--- src/rtl/pllq_pkg.sv ---
package pllq_pkg;

   typedef enum logic [2:0] {
      ST_IDLE   = 3'd0,
      ST_ENABLE = 3'd1,
      ST_WAIT   = 3'd2,
      ST_QUAL   = 3'd3,
      ST_SEL    = 3'd4,
      ST_FAIL   = 3'd5
   } pllq_state_e;

endpackage

--- src/rtl/pllq_sync.sv ---
module pllq_sync #(
   parameter int STAGES = 2
) (
   input  logic clk,
   input  logic rst_n,
   input  logic d_i,
   output logic q_o
);
   generate
      if (STAGES < 2) begin : g_bad_stages
         $error("pllq_sync: STAGES must be at least 2");
      end
   endgenerate

   logic [STAGES-1:0] chain_q;

   generate
      for (genvar i = 0; i < STAGES; i++) begin : g_stage
         if (i == 0) begin : g_first
            always_ff @(posedge clk or negedge rst_n) begin
               if (!rst_n) chain_q[0] <= 1'b0;
               else        chain_q[0] <= d_i;
            end
         end else begin : g_next
            always_ff @(posedge clk or negedge rst_n) begin
               if (!rst_n) chain_q[i] <= 1'b0;
               else        chain_q[i] <= chain_q[i-1];
            end
         end
      end
   endgenerate

   assign q_o = chain_q[STAGES-1];
endmodule

--- src/rtl/pllq_tick.sv ---
module pllq_tick #(
   parameter int DIV_W = 8
) (
   input  logic             clk,
   input  logic             rst_n,
   input  logic             clr_i,
   input  logic [DIV_W-1:0] div_i,
   output logic             tick_o
);
   generate
      if (DIV_W < 1) begin : g_bad_div
         $error("pllq_tick: DIV_W must be positive");
      end
   endgenerate

   logic [DIV_W-1:0] cnt_q;
   logic [DIV_W-1:0] div_eff;
   logic [DIV_W-1:0] last_val;

   assign div_eff  = (div_i == '0) ? DIV_W'(1) : div_i;
   assign last_val = div_eff - DIV_W'(1);
   assign tick_o   = !clr_i && (cnt_q == last_val);

   always_ff @(posedge clk or negedge rst_n) begin
      if (!rst_n)      cnt_q <= '0;
      else if (clr_i)  cnt_q <= '0;
      else if (tick_o) cnt_q <= '0;
      else             cnt_q <= cnt_q + DIV_W'(1);
   end
endmodule

--- src/rtl/pllq_count.sv ---
module pllq_count #(
   parameter int W        = 8,
   parameter int ZERO_VAL = 1
) (
   input  logic         clk,
   input  logic         rst_n,
   input  logic         clr_i,
   input  logic         inc_i,
   input  logic [W-1:0] lim_i,
   output logic         hit_o
);
   generate
      if (ZERO_VAL < 1 || ZERO_VAL >= (1 << W)) begin : g_bad_zero
         $error("pllq_count: ZERO_VAL must fit in W bits and be positive");
      end
   endgenerate

   logic [W-1:0] cnt_q;
   logic [W-1:0] lim_eff;

   assign lim_eff = (lim_i == '0) ? W'(ZERO_VAL) : lim_i;
   assign hit_o   = inc_i && !clr_i && (cnt_q == (lim_eff - W'(1)));

   always_ff @(posedge clk or negedge rst_n) begin
      if (!rst_n)      cnt_q <= '0;
      else if (clr_i)  cnt_q <= '0;
      else if (hit_o)  cnt_q <= '0;
      else if (inc_i)  cnt_q <= cnt_q + W'(1);
   end
endmodule

--- src/rtl/pllq_fsm.sv ---
module pllq_fsm
   import pllq_pkg::*;
(
   input  logic        clk,
   input  logic        rst_n,
   input  logic        start_i,
   input  logic        lock_i,
   input  logic        tick_i,
   input  logic        qual_hit_i,
   input  logic        tmo_hit_i,
   output logic        tick_clr_o,
   output logic        qual_clr_o,
   output logic        qual_inc_o,
   output logic        tmo_clr_o,
   output logic        tmo_inc_o,
   output logic        pll_en_o,
   output logic        pll_sel_o,
   output logic        done_o,
   output logic        fail_o,
   output logic        lost_o
);
   pllq_state_e state_q, state_d;
   logic        done_q, lost_q;

   always_comb begin
      state_d = state_q;
      if (start_i) begin
         state_d = ST_ENABLE;
      end else begin
         case (state_q)
            ST_IDLE:   state_d = ST_IDLE;
            ST_ENABLE: if (tick_i) state_d = ST_WAIT;
            ST_WAIT: begin
               if (tmo_hit_i)   state_d = ST_FAIL;
               else if (lock_i) state_d = ST_QUAL;
            end
            ST_QUAL: begin
               if (tmo_hit_i)       state_d = ST_FAIL;
               else if (!lock_i)    state_d = ST_WAIT;
               else if (qual_hit_i) state_d = ST_SEL;
            end
            ST_SEL:    if (!lock_i) state_d = ST_WAIT;
            ST_FAIL:   state_d = ST_FAIL;
            default:   state_d = ST_IDLE;
         endcase
      end
   end

   assign tick_clr_o = start_i || (state_q == ST_IDLE) || (state_q == ST_FAIL);
   assign qual_inc_o = (state_q == ST_QUAL) && lock_i && tick_i;
   assign qual_clr_o = start_i || (state_q != ST_QUAL) || !lock_i;
   assign tmo_inc_o  = ((state_q == ST_WAIT) || (state_q == ST_QUAL)) && tick_i;
   assign tmo_clr_o  = start_i || !((state_q == ST_WAIT) || (state_q == ST_QUAL));

   always_ff @(posedge clk or negedge rst_n) begin
      if (!rst_n) begin
         state_q <= ST_IDLE;
         done_q  <= 1'b0;
         lost_q  <= 1'b0;
      end else begin
         state_q <= state_d;
         done_q  <= (state_q == ST_QUAL) && (state_d == ST_SEL);
         if (start_i)
            lost_q <= 1'b0;
         else if ((state_q == ST_SEL) && !lock_i)
            lost_q <= 1'b1;
      end
   end

   assign pll_en_o  = (state_q == ST_WAIT) || (state_q == ST_QUAL) || (state_q == ST_SEL);
   assign pll_sel_o = (state_q == ST_SEL) && lock_i;
   assign done_o    = done_q;
   assign fail_o    = (state_q == ST_FAIL);
   assign lost_o    = lost_q;
endmodule

--- src/rtl/pllq_ctrl.sv ---
module pllq_ctrl #(
   parameter int DIV_W        = 8,
   parameter int QUAL_W       = 8,
   parameter int TMO_W        = 16,
   parameter int QUAL_DEFAULT = 10,
   parameter int SYNC_STAGES  = 2
) (
   input  logic              clk,
   input  logic              rst_n,
   input  logic              start_i,
   input  logic              lock_raw_i,
   input  logic [DIV_W-1:0]  ref_div_i,
   input  logic [QUAL_W-1:0] qual_i,
   input  logic [TMO_W-1:0]  tmo_i,
   output logic              pll_en_o,
   output logic              pll_sel_o,
   output logic              done_o,
   output logic              fail_o,
   output logic              lost_o
);
   generate
      if (QUAL_W < 4 || QUAL_DEFAULT >= (1 << QUAL_W)) begin : g_bad_qual
         $error("pllq_ctrl: QUAL_W too small for QUAL_DEFAULT");
      end
      if (TMO_W < 2) begin : g_bad_tmo
         $error("pllq_ctrl: TMO_W must be at least 2");
      end
   endgenerate

   logic lock_s, tick;
   logic tick_clr, qual_clr, qual_inc, qual_hit;
   logic tmo_clr, tmo_inc, tmo_hit;

   pllq_sync #(.STAGES(SYNC_STAGES)) u_sync (
      .clk (clk), .rst_n (rst_n), .d_i (lock_raw_i), .q_o (lock_s)
   );

   pllq_tick #(.DIV_W(DIV_W)) u_tick (
      .clk (clk), .rst_n (rst_n), .clr_i (tick_clr), .div_i (ref_div_i), .tick_o (tick)
   );

   pllq_count #(.W(QUAL_W), .ZERO_VAL(QUAL_DEFAULT)) u_qual (
      .clk (clk), .rst_n (rst_n), .clr_i (qual_clr), .inc_i (qual_inc),
      .lim_i (qual_i), .hit_o (qual_hit)
   );

   pllq_count #(.W(TMO_W), .ZERO_VAL(1)) u_tmo (
      .clk (clk), .rst_n (rst_n), .clr_i (tmo_clr), .inc_i (tmo_inc),
      .lim_i (tmo_i), .hit_o (tmo_hit)
   );

   pllq_fsm u_fsm (
      .clk        (clk),
      .rst_n      (rst_n),
      .start_i    (start_i),
      .lock_i     (lock_s),
      .tick_i     (tick),
      .qual_hit_i (qual_hit),
      .tmo_hit_i  (tmo_hit),
      .tick_clr_o (tick_clr),
      .qual_clr_o (qual_clr),
      .qual_inc_o (qual_inc),
      .tmo_clr_o  (tmo_clr),
      .tmo_inc_o  (tmo_inc),
      .pll_en_o   (pll_en_o),
      .pll_sel_o  (pll_sel_o),
      .done_o     (done_o),
      .fail_o     (fail_o),
      .lost_o     (lost_o)
   );
endmodule

--- config.mk ---
export PLATFORM = sky130hd
export DESIGN_NAME = pllq_ctrl
export DESIGN_NICKNAME = d
export VERILOG_FILES = /design/src/rtl/pllq_pkg.sv /design/src/rtl/pllq_sync.sv /design/src/rtl/pllq_tick.sv /design/src/rtl/pllq_count.sv /design/src/rtl/pllq_fsm.sv /design/src/rtl/pllq_ctrl.sv
export SDC_FILE = /design/constraint.sdc
export NUM_CORES = 1
export LEC_CHECK = 0
export ABC_AREA = 1
export BUFFER_PORTS_ARGS = -buffer_cell sky130_fd_sc_hd__buf_2
export CORE_MARGIN = 1.5
export CORE_UTILIZATION = 60
export DETAILED_ROUTE_END_ITERATION = 12
export GPL_TIMING_DRIVEN = 0
export PLACE_DENSITY = 0.8
export SYNTH_ARGS = -nofsm -noshare
export SYNTH_HDL_FRONTEND = slang
export SYNTH_SLANG_ARGS = --single-unit
--- constraint.sdc ---
create_clock -name clk -period 3.8 [get_ports clk]
set_clock_uncertainty 0.05 [all_clocks]
set_input_delay 0.38 -clock clk [delete_from_list [all_inputs] [get_ports clk]]
set_output_delay 0.38 -clock clk [all_outputs]
set_load 0.005 [all_outputs]
==> impl_metrics.py, run 1 <==
metrics = {
    "place": {
        "dp_hpwl_mm": 6.194,
        "dp_slack_ps": 692.2,
        "port_buffers": 40,
        "gp_congestion": 0.8739,
    },
    "sta": {
        "drv_slew": 0,
        "fin_crit_sh_pct": 73.82,
        "rsz0062_at_grt": "no",
        "worst_pin_slew_ps": 846.1,
        "final.setup.tns_ps": 0,
        "fmax_mhz": 356.5,
        "fin_crit_ps": 2805,
        "hold_viol": 0,
        "setup_viol": 0,
        "relSlewSlack_pct": 43.59,
        "setup_ws_ps": 994.7,
    },
    "cts": {
        "clockBufferDepth": 2,
        "cts_root_buffer": "clkbuf_8",
        "cts_sinks": 39,
        "hold_buffers": 0,
        "post_cts_resized": 0,
        "cts_tree": "done",
        "clock_latency_ps": 300,
        "post-cts-setup-buffer-count": 0,
        "cts_htree_levels": 2,
        "cts_buffers": 5,
        "cts.reportedPaths.clkPinSlew_ps": 90,
    },
    "hold_path": {
        "worstHoldEndpoint": "u_sync.chain_q[0]",
        "hp-class": "in -> reg",
        "min_from": "lock_raw_i",
        "hold_depth": 1,
    },
    "finish": {
        "drive_above_1_share_pct": 17.24,
        "multiInputGateArea_um2": 2260,
        "area_growth_pct": 11.31,
        "mostFrequentLayoutCells": "nand2_1 (148), inv_1 (73), nor2_1 (64), nand3_1 (45), buf_2 (41)",
        "nets": 622,
        "diodes": 0,
        "seqCellArea_um2": 975.9,
        "nFillCells": 515,
        "layout_commonest_cell": "nand2_1",
    },
    "grt": {
        "antenna_found_initial": 0,
        "grt_usage_pct": 26.76,
        "grt_max_degree": 40,
        "grt_pass1_vias": 3239,
        "grt_pass1_wl_mm": 13.52,
        "gr-total-overflow": 0,
    },
    "worst_setup_path": {
        "r2r_cells": 13,
        "required_ps": 3920,
        "critPathKind": "in -> reg",
        "slowest_stage": "ha_1",
        "worst_ep_arrival_time_ps": 2930,
        "path_max_fanout": 10,
        "reg2reg_from": "u_fsm.state_q[0]",
        "r2r_setup_slack_ps": 1560,
        "cpMostUsedCell": "nand2_2",
        "timing.rr.end": "u_tmo.cnt_q[5]",
        "worstSetupEndpointType": "flip-flop",
        "worst_path_largest_cell_delay_ps": 260,
        "critPathLaunchType": "input port",
        "worstPathCellList": "buf_2 > nor2_2 > nand2_2 > nor2_4 > nand2_2 > nand2_1 > inv_1 > ha_1 > nand2_2 > xor2_1 > nand2b_1 > nand3_1 > nor2_1 > nand3_1 > nor2_2 > nand3_2 > nand4_4 > buf_8 > o21ai_2",
    },
    "floorplan": {
        "start_util_pct": 63.54,
        "row_count": 27,
        "io_pins": 41,
        "die_y_um": 80.07,
        "core-area_um2": 5608,
        "die-area_um2": 6410,
        "die_w_um": 80.07,
    },
    "route": {
        "drc": 0,
        "top_layer": "met4",
        "routed_wl_mm": 7.705,
        "postRouteAntennaNets": 0,
        "wl_met2_mm": 3.678,
        "drt_pass1_iterations": 4,
        "met1_length_mm": 3.593,
        "wl_per_cell_um": 11.82,
        "wl_met3_um": 340,
        "vias_per_cell": 5.225,
        "via_count": 3407,
        "drt-initial-drc-count": 172,
    },
    "job": {
        "maxCapViolations": 0,
    },
    "yosys": {
        "syn_nets": 575,
        "postSynthCellCount": 532,
        "yosysSeqAreaShare_pct": 27.39,
        "ys_ff_latch": 39,
        "synth.avg_cell_area_um2": 6.698,
        "yosys.cell_types.count": 35,
        "syn-cell-area_um2": 3563,
        "yosysWarnings": 0,
    },
    "pwr": {
        "worst_ir_drop_vdd_uv": 206.0,
        "powerDensity_nw_per_um2": 239.5,
        "leakagePower_nw": 1.977,
    },
    "outcome": {
        "status": "complete, no violations",
    },
}
through the flow:
stage / utilization (%) / instance area [um2] / total power, mW / hold slack [ps] / instances
after floorplan: - / 3563 / 0.5431 / 34.41 / 532
after global placement: 68.72 / 3854 / 0.5980 / 315.4 / 644
after detailed placement: 68.72 / 3854 / 0.6030 / 318.8 / 644
after CTS: 70.73 / 3966 / 0.9532 / 122.5 / 652
after global routing: 70.73 / 3966 / 0.9951 / 120.5 / 652
final: 70.73 / 3966 / 0.9498 / 128.4 / 652
where the power goes:
| part | switching (mW) | total [mW] | internal, mW |
|---|---|---|---|
| registers | 0.00787 | 0.429 | 0.421 |
| clock network | 0.159 | 0.355 | 0.196 |
| logic | 0.104 | 0.166 | 0.0619 |
| total | 0.271 | 0.950 | 0.679 |
critical path: cells and delay by family:
family / cells / cell delay [ps]
adders and majority gates: 1 / 260
buffers and inverters: 3 / 340
xor gates and xnor gates: 1 / 210
AOI/OAI and AO/OA: 1 / 70
and+or+nand+nor: 13 / 1660
kinds of logic (layout without fill, tap and decap cells):
logic type	Yosys count	in the layout	synth area share [%]
flops	39	39	27.39
fa+ha+maj	7	7	2.458
xor+xnor	45	45	11.83
compound gates	37	37	6.496
simple gates	322	322	42.63
buf+inv	82	130	9.199
worst max path at each step:
stage / start / to / slack (ps) / cells after the start
after floorplan: ref_div_i[6] / u_tmo.cnt_q[13] / 1290 / 20
after detailed placement: tmo_i[9] / u_tmo.cnt_q[13] / 690 / 19
final: tmo_i[9] / u_tmo.cnt_q[5] / 990 / 19
after global placement: tmo_i[5] / u_tmo.cnt_q[13] / 770 / 19
after global routing: tmo_i[9] / u_tmo.cnt_q[5] / 730 / 19
after CTS: tmo_i[9] / u_tmo.cnt_q[5] / 1000 / 19
flip-flops by register name, indices dropped and copies added (netlist names):
name and count:
u_qual.cnt_q 8, u_fsm.lost_o 1, u_fsm.done_o 1, u_tmo.cnt_q 16, u_sync.q_o 1, u_sync.chain_q 1
u_tick.cnt_q 8, u_fsm.state_q 3
cell type report:
| cell class | instances | share of cell area (%) |
|---|---|---|
| buffer | 5 | 0.9779 |
| clock buffer | 5 | 1.735 |
| clock inverter | 3 | 1.104 |
| inverter | 77 | 7.287 |
| multi-input combinational | 411 | 56.97 |
| sequential | 39 | 24.61 |
| tap | 72 | 2.271 |
| timing repair buffer | 40 | 5.047 |
cell usage after synthesis:
master | number | area [um2]
a31oi_1 | 1 | 6.260
nor2_4 | 4 | 45.04
nor3_2 | 6 | 60.06
and3_1 | 1 | 6.260
ha_1 | 7 | 87.58
clkbuf_1 | 2 | 7.510
nand2_4 | 1 | 11.26
nand2_1 | 148 | 555.5
dfrtp_1 | 39 | 975.9
a21oi_1 | 6 | 30.03
buf_6 | 1 | 11.26
inv_1 | 73 | 274.0
nor2_1 | 64 | 240.2
nand3b_1 | 7 | 52.55
xnor2_1 | 13 | 113.9
nand2_2 | 7 | 43.79
nand4_4 | 1 | 21.27
xnor3_1 | 2 | 45.04
nor2_2 | 10 | 62.56
a32o_1 | 1 | 10.01
inv_2 | 4 | 15.01
nand2b_1 | 1 | 6.260
o21ai_0 | 18 | 90.09
nand3_2 | 5 | 50.05
nor4_2 | 1 | 12.51
o211ai_1 | 1 | 7.510
nor3_1 | 5 | 25.02
buf_2 | 1 | 5.000
nand4_1 | 14 | 87.58
xor2_1 | 30 | 262.8
o21ai_2 | 10 | 87.58
or2_0 | 1 | 6.260
buf_8 | 1 | 15.01
nand3_1 | 45 | 225.2
nor3b_1 | 1 | 7.510
metal layers:
metal | global-route usage, % | vias up
met3 | 4.659 | 10
met4 | 10.69 | 0
met5 | 0 | -
li1 | - | 1776
met1 | 33.55 | 1544
met2 | 45.46 | 77
Note: power is estimated with default switching activity, not from simulation.
==> inputs of run 2 (changes only) <==
--- a/config.mk
+++ b/config.mk
@@ -8,10 +8,10 @@
 export ABC_AREA = 1
 export BUFFER_PORTS_ARGS = -buffer_cell sky130_fd_sc_hd__buf_2
 export CORE_MARGIN = 1.5
-export CORE_UTILIZATION = 60
+export CORE_UTILIZATION = 54
 export DETAILED_ROUTE_END_ITERATION = 12
 export GPL_TIMING_DRIVEN = 0
-export PLACE_DENSITY = 0.8
+export PLACE_DENSITY = 0.76
 export SYNTH_ARGS = -nofsm -noshare
 export SYNTH_HDL_FRONTEND = slang
 export SYNTH_SLANG_ARGS = --single-unit
==> constraint.sdc (replaced) <==
create_clock -name clk -period 2.5 [get_ports clk]
set_clock_uncertainty 0.05 [all_clocks]
set_input_delay 0.25 -clock clk [delete_from_list [all_inputs] [get_ports clk]]
set_output_delay 0.25 -clock clk [all_outputs]
set_load 0.005 [all_outputs]
==> run 2 against run 1 <==
Compared with the run above: combinational power rose by 79%; clock power rose by 78%; via count rose by 3.8%; non-clock buffer count rose by 21; cell area rose by 10%; routed wire length rose by 10%; sequential cell count did not move; critical path depth did not move; total power rose by 67%; hold slack got worse by 120 ps; cell count rose by 4.0%; first-iteration DRC count fell by 17%; critical path type unchanged.
==> impl_metrics.py, run 2 (synthesis results as in run 1) <==
metrics = {
    "place": {
        "dpl.cell_count": 649,
        "dp_hpwl_mm": 6.344,
        "gp_congestion": 0.8819,
        "port_buffers": 40,
        "dp_slack_ps": -440.4,
    },
    "floorplan": {
        "io_pins": 41,
        "die-area_um2": 7096,
        "start_util_pct": 56.12,
        "core-area_um2": 6350,
        "die_w_um": 84.24,
        "row_count": 29,
        "die_y_um": 84.24,
    },
    "job": {
        "maxCapViolations": 0,
    },
    "finish": {
        "area_growth_pct": 22.86,
        "drive_above_1_share_pct": 23.96,
        "nFillCells": 550,
        "nets": 643,
        "largestRegisters": "u_tmo.cnt_q: 16 flops, u_qual.cnt_q: 8 flops, u_tick.cnt_q: 8 flops",
        "mostFrequentLayoutCells": "nand2_1 (142), inv_1 (69), nor2_1 (56), nand3_1 (45), buf_2 (40)",
        "layout_commonest_cell": "nand2_1",
        "diodes": 0,
        "finalNonFillerCells": 678,
        "largest_reg_flops": 16,
        "top_register": "u_tmo.cnt_q",
    },
    "worst_setup_path": {
        "critPathLaunchType": "input port",
        "reg2reg_from": "u_fsm.state_q[1]",
        "crit_end": "u_tmo.cnt_q[6]",
        "critPathKind": "in -> reg",
        "r2r_setup_slack_ps": 200,
        "r2r_cells": 19,
        "path_max_fanout": 5,
        "worst_ep_arrival_time_ps": 2570,
        "crit_path_start": "tmo_i[6]",
        "timing.rr.end": "u_fsm.done_o",
        "required_ps": 2640,
        "worstSetupEndpointType": "flip-flop",
    },
    "outcome": {
        "status": "complete, no violations",
    },
    "route": {
        "drc": 0,
        "routed_wl_mm": 8.474,
        "vias_per_cell": 5.217,
        "wl_per_cell_um": 12.50,
        "drt-initial-drc-count": 142,
        "via_count": 3537,
        "postRouteAntennaNets": 0,
        "drt_pass1_iterations": 5,
    },
    "sta": {
        "fin_crit_sh_pct": 97.42,
        "whs_ps": 5.477,
        "worst_pin_slew_ps": 853.3,
        "drv_slew": 0,
        "hold_viol": 0,
        "fin_crit_ps": 2436,
        "rsz0062_at_grt": "yes",
        "fmax_mhz": 410.6,
        "setup_ws_ps": 64.47,
        "relSlewSlack_pct": 43.11,
        "setup_viol": 0,
    },
    "pwr": {
        "p_comb_share_pct": 18.8,
        "seq_power_share_pct": 41.2,
        "leakagePower_nw": 2.169,
        "p_sw_share_pct": 26.99,
        "power.total_mw": 1.583,
        "p_int_mw": 1.156,
        "powerDensity_nw_per_um2": 361.5,
        "clock_power_share_pct": 40.0,
        "worst_ir_drop_vdd_uv": 450.0,
        "switchingPower_uw": 427.2,
    },
    "cts": {
        "cts_tree": "done",
        "cts.reportedPaths.clkPinSlew_ps": 80,
        "cts_root_buffer": "clkbuf_8",
        "cts_sinks": 39,
        "clock_latency_ps": 300,
        "cts_buffers": 5,
        "cts_htree_levels": 2,
        "clockBufferDepth": 2,
    },
    "grt": {
        "grt_pass1_vias": 3303,
        "grt_usage_pct": 24.35,
        "gr-total-overflow": 0,
        "grt_max_degree": 40,
        "grt_pass1_wl_mm": 14.23,
        "antenna_found_initial": 0,
    },
    "hold_path": {
        "hp-class": "in -> async",
    },
}
==> run 2: worst min-delay path by stage <==
stage          cells after the start                end       start  slack [ps]
2_1_floorplan                      0       u_fsm.done_o       rst_n        -100
3_3_place_gp                       1  u_sync.chain_q[0]  lock_raw_i         310
3_5_place_dp                       1  u_sync.chain_q[0]  lock_raw_i         310
4_1_cts                            1    u_tick.cnt_q[4]       rst_n          40
5_1_grt                            1     u_tmo.cnt_q[7]       rst_n          80
6_report                           1    u_tick.cnt_q[4]       rst_n           5
==> run 2: power by group through the flow <==
stage / registers (mW) / clock network, mW / logic, mW
floorplan: 0.662 / 0 / 0.163
global placement: 0.665 / 0 / 0.244
detailed placement: 0.665 / 0 / 0.253
CTS: 0.652 / 0.642 / 0.276
global route: 0.655 / 0.673 / 0.331
finish: 0.652 / 0.633 / 0.297
==> run 2: final cells by class <==
class / count / area [um2] / share of cell area [%]
timing repair buffer: 61 / 416.7 / 9.517
tap: 77 / 96.34 / 2.201
clock inverter: 3 / 67.56 / 1.543
inverter: 77 / 289.0 / 6.602
multi-input combinational: 411 / 2425 / 55.39
buffer: 5 / 38.79 / 0.8860
clock buffer: 5 / 68.82 / 1.572
sequential: 39 / 975.9 / 22.29
==> run 2: layer usage <==
metal	wire, um	global-route usage [%]	vias up
met5	0	0	-
met4	181	8.346	0
met3	249	2.852	18
met2	4291	44.07	86
met1	3752	29.89	1619
li1	-	-	1814
==> run 2: metrics by stage <==
step | TNS (ps) | utilization, % | cell area (um2)
global placement | -7285 | 60.79 | 3860
finish | 0 | 68.95 | 4378
global route | -178.1 | 68.95 | 4378
detailed placement | -8709 | 60.79 | 3860
floorplan | 0 | - | 3563
CTS | 0 | 66.68 | 4234
==> run 2: worst max-delay path, cell delays in order <==
cell and delay [ps]:
buf_2 130, nor2_4 140, nand2_4 80, nor2_4 150, nand2_4 70, nand2_2 60, inv_1 60, ha_4 180
nand2_4 100, xor2_2 150, nand2b_4 140, nand3_1 80, nor2_1 130, nand3_1 130, nor2_4 160, nand3_4 110
nand4_4 100, bufbuf_16 270, o21ai_2 50
==> run 2: timing repair <==
action	4_1_cts	5_1_grt
cloned	1	0
endpoints found under the setup margin	14	27
hold buffers	1	0
buffers inserted	12	7
endpoints found under the hold margin	1	0
resized for setup	17	26
pin swaps	11	19
==> inputs of run 3 (changes only) <==
--- a/config.mk
+++ b/config.mk
@@ -12,6 +12,7 @@
 export DETAILED_ROUTE_END_ITERATION = 12
 export GPL_TIMING_DRIVEN = 0
 export PLACE_DENSITY = 0.76
+export REMOVE_ABC_BUFFERS = 1
 export SYNTH_ARGS = -nofsm -noshare
 export SYNTH_HDL_FRONTEND = slang
 export SYNTH_SLANG_ARGS = --single-unit
==> run 3 against run 2 <==
Compared with the run above: cell area shrank 4.0%; fmax is 3.4% higher; critical endpoint is now u_fsm.done_o; combinational power shrank 4%; cell count decreased by 2.4%; utilization down 2.8 points; sequential cell count unchanged.
==> impl_metrics.py, run 3 (synthesis results as in run 1) <==
metrics = {
    "outcome": {
        "status": "complete, no violations",
    },
    "floorplan": {
        "row_count": 29,
        "die_y_um": 84.24,
        "start_util_pct": 56.12,
        "core-area_um2": 6350,
        "io_pins": 41,
        "die_w_um": 84.24,
        "die-area_um2": 7096,
    },
    "worst_setup_path": {
        "worstPathCellList": "buf_2 > nor2_4 > nand2_2 > nor2_4 > nand2_4 > nand2_1 > inv_1 > ha_4 > nand2_4 > xor2_2 > nand2b_1 > nand3_1 > nor2_2 > nand3_2 > nor2_4 > nand3_4 > nand2_2 > nand2_1 > nand2_1 > nand2_1 > nand2_2 > nor2_2",
        "worstSetupEndpointType": "flip-flop",
        "worst_ep_arrival_time_ps": 2500,
        "r2r_cells": 11,
        "path_max_fanout": 5,
        "cpMostUsedCell": "nand2_1",
        "slowest_stage": "ha_4",
        "critPathKind": "in -> reg",
        "critPathLaunchType": "input port",
        "worst_path_largest_cell_delay_ps": 180,
        "timing.rr.end": "u_tmo.cnt_q[14]",
        "required_ps": 2640,
        "r2r_setup_slack_ps": 260,
        "reg2reg_from": "u_tmo.cnt_q[0]",
    },
    "finish": {
        "top_register": "u_tmo.cnt_q",
        "largest_reg_flops": 16,
        "layout_commonest_cell": "nand2_1",
        "diodes": 0,
        "final_util_pct": 66.19,
        "largestRegisters": "u_tmo.cnt_q: 16 flops, u_qual.cnt_q: 8 flops, u_tick.cnt_q: 8 flops",
        "nets": 627,
        "nFillCells": 568,
        "mostFrequentLayoutCells": "nand2_1 (145), inv_1 (71), nor2_1 (52), nand3_1 (43)",
        "area_growth_pct": 17.94,
        "drive_above_1_share_pct": 22.05,
    },
    "sta": {
        "worst_pin_slew_ps": 848.4,
        "fmax_mhz": 424.6,
        "hold_viol": 0,
        "setup_viol": 0,
        "relSlewSlack_pct": 43.44,
        "fin_crit_sh_pct": 94.22,
        "final.setup.tns_ps": 0,
        "drv_slew": 0,
        "fin_crit_ps": 2355,
    },
    "cts": {
        "cts.reportedPaths.clkPinSlew_ps": 80,
        "cts_sinks": 39,
        "cts_buffers": 5,
        "cts_root_buffer": "clkbuf_8",
        "clockBufferDepth": 2,
        "hold_buffers": 0,
        "cts_htree_levels": 2,
        "clock_latency_ps": 290,
        "cts_tree": "done",
    },
    "place": {
        "dp_hpwl_mm": 5.941,
        "port_buffers": 40,
        "gp_congestion": 0.9256,
    },
    "route": {
        "wl_per_cell_um": 12.02,
        "drt_pass1_iterations": 5,
        "vias_per_cell": 5.201,
        "routed_wl_mm": 7.958,
        "drc": 0,
        "postRouteAntennaNets": 0,
        "via_count": 3443,
        "drt-initial-drc-count": 197,
    },
    "grt": {
        "grt_max_degree": 40,
        "grt_pass1_vias": 3194,
        "gr-total-overflow": 0,
        "grt_pass1_wl_mm": 13.69,
        "antenna_found_initial": 0,
        "grt_usage_pct": 23.40,
    },
    "job": {
        "maxCapViolations": 0,
    },
    "pwr": {
        "worst_ir_drop_vdd_uv": 429.6,
        "powerDensity_nw_per_um2": 372.5,
        "leakagePower_nw": 2.044,
    },
    "hold_path": {
        "hp-class": "in -> async",
    },
}
-- run 3: changes by cell type in the layout (fill, tap and decap cells not counted), moves of 3 or more --
cell / previous run / this run
buf_4: 17 / 10
nand2_1: 142 / 145
nor2_1: 56 / 52
nor2_2: 9 / 13
-- run 3: worst max-delay path by stage --
stage                       startpoint         endpoint  slack (ps)  depth (start not counted)
after floorplan               tmo_i[9]  u_tmo.cnt_q[15]          60                         19
after global placement        tmo_i[9]  u_tmo.cnt_q[15]        -540                         20
after detailed placement      tmo_i[5]  u_tmo.cnt_q[15]        -560                         20
after CTS                 ref_div_i[4]     u_fsm.done_o           5                         24
after global routing          tmo_i[4]     u_fsm.done_o         -10                         24
final                         tmo_i[4]     u_fsm.done_o         140                         22
-- run 3: timing repair --
| action | in CTS | in global routing |
|---|---|---|
| setup endpoints to repair | 20 | 27 |
| resized for setup | 11 | 29 |
| gates cloned | 1 | 0 |
| pin swaps | 7 | 14 |
| setup buffers | 6 | 3 |
| hold endpoints to repair | 0 | 0 |
-- run 3: cell type report --
class                           count  area, um2  area share (%)
Clock inverter                      3      67.56           1.608
Sequential cell                    39      975.9           23.22
Timing Repair Buffer               49      270.3           6.430
Multi-Input combinational cell    412       2435           57.93
Clock buffer                        5      68.82           1.637
Inverter                           77      289.0           6.877
Tap cell                           77      96.34           2.292
-- run 3: worst max-delay path: cells and delay by family --
family	cells	cell delay, ps
xor+xnor	1	140
fa+ha+maj	1	180
buf+inv	2	220
simple gates	18	1690
-- run 3: metal layers --
layer	GRT usage [%]	routed length (um)
met2	39.05	3797
met4	7.303	138
met5	0	0
met3	2.950	336
met1	31.74	3685
-- run 3: per-stage QoR --
step                cells  hold slack (ps)  power (mW)  instance area (um2)  setup WS (ps)
floorplan             527           -95.59      0.8255                 3525          64.25
global placement      644            308.6      0.9106                 3821         -535.8
detailed placement    644            291.2      0.9169                 3821         -556.9
CTS                   659            12.54       1.557                 4069          5.191
global route          662            2.387       1.648                 4203         -10.21
finish                662            14.25       1.566                 4203          144.6
-- run 3: where the power goes --
| group | total (mW) | leakage (nW) | internal (mW) | switching [mW] |
|---|---|---|---|---|
| logic | 0.284 | 1.45 | 0.108 | 0.176 |
| registers | 0.654 | 0.533 | 0.640 | 0.0136 |
| clock network | 0.627 | 0.0644 | 0.398 | 0.229 |
| total | 1.57 | 2.04 | 1.15 | 0.419 |
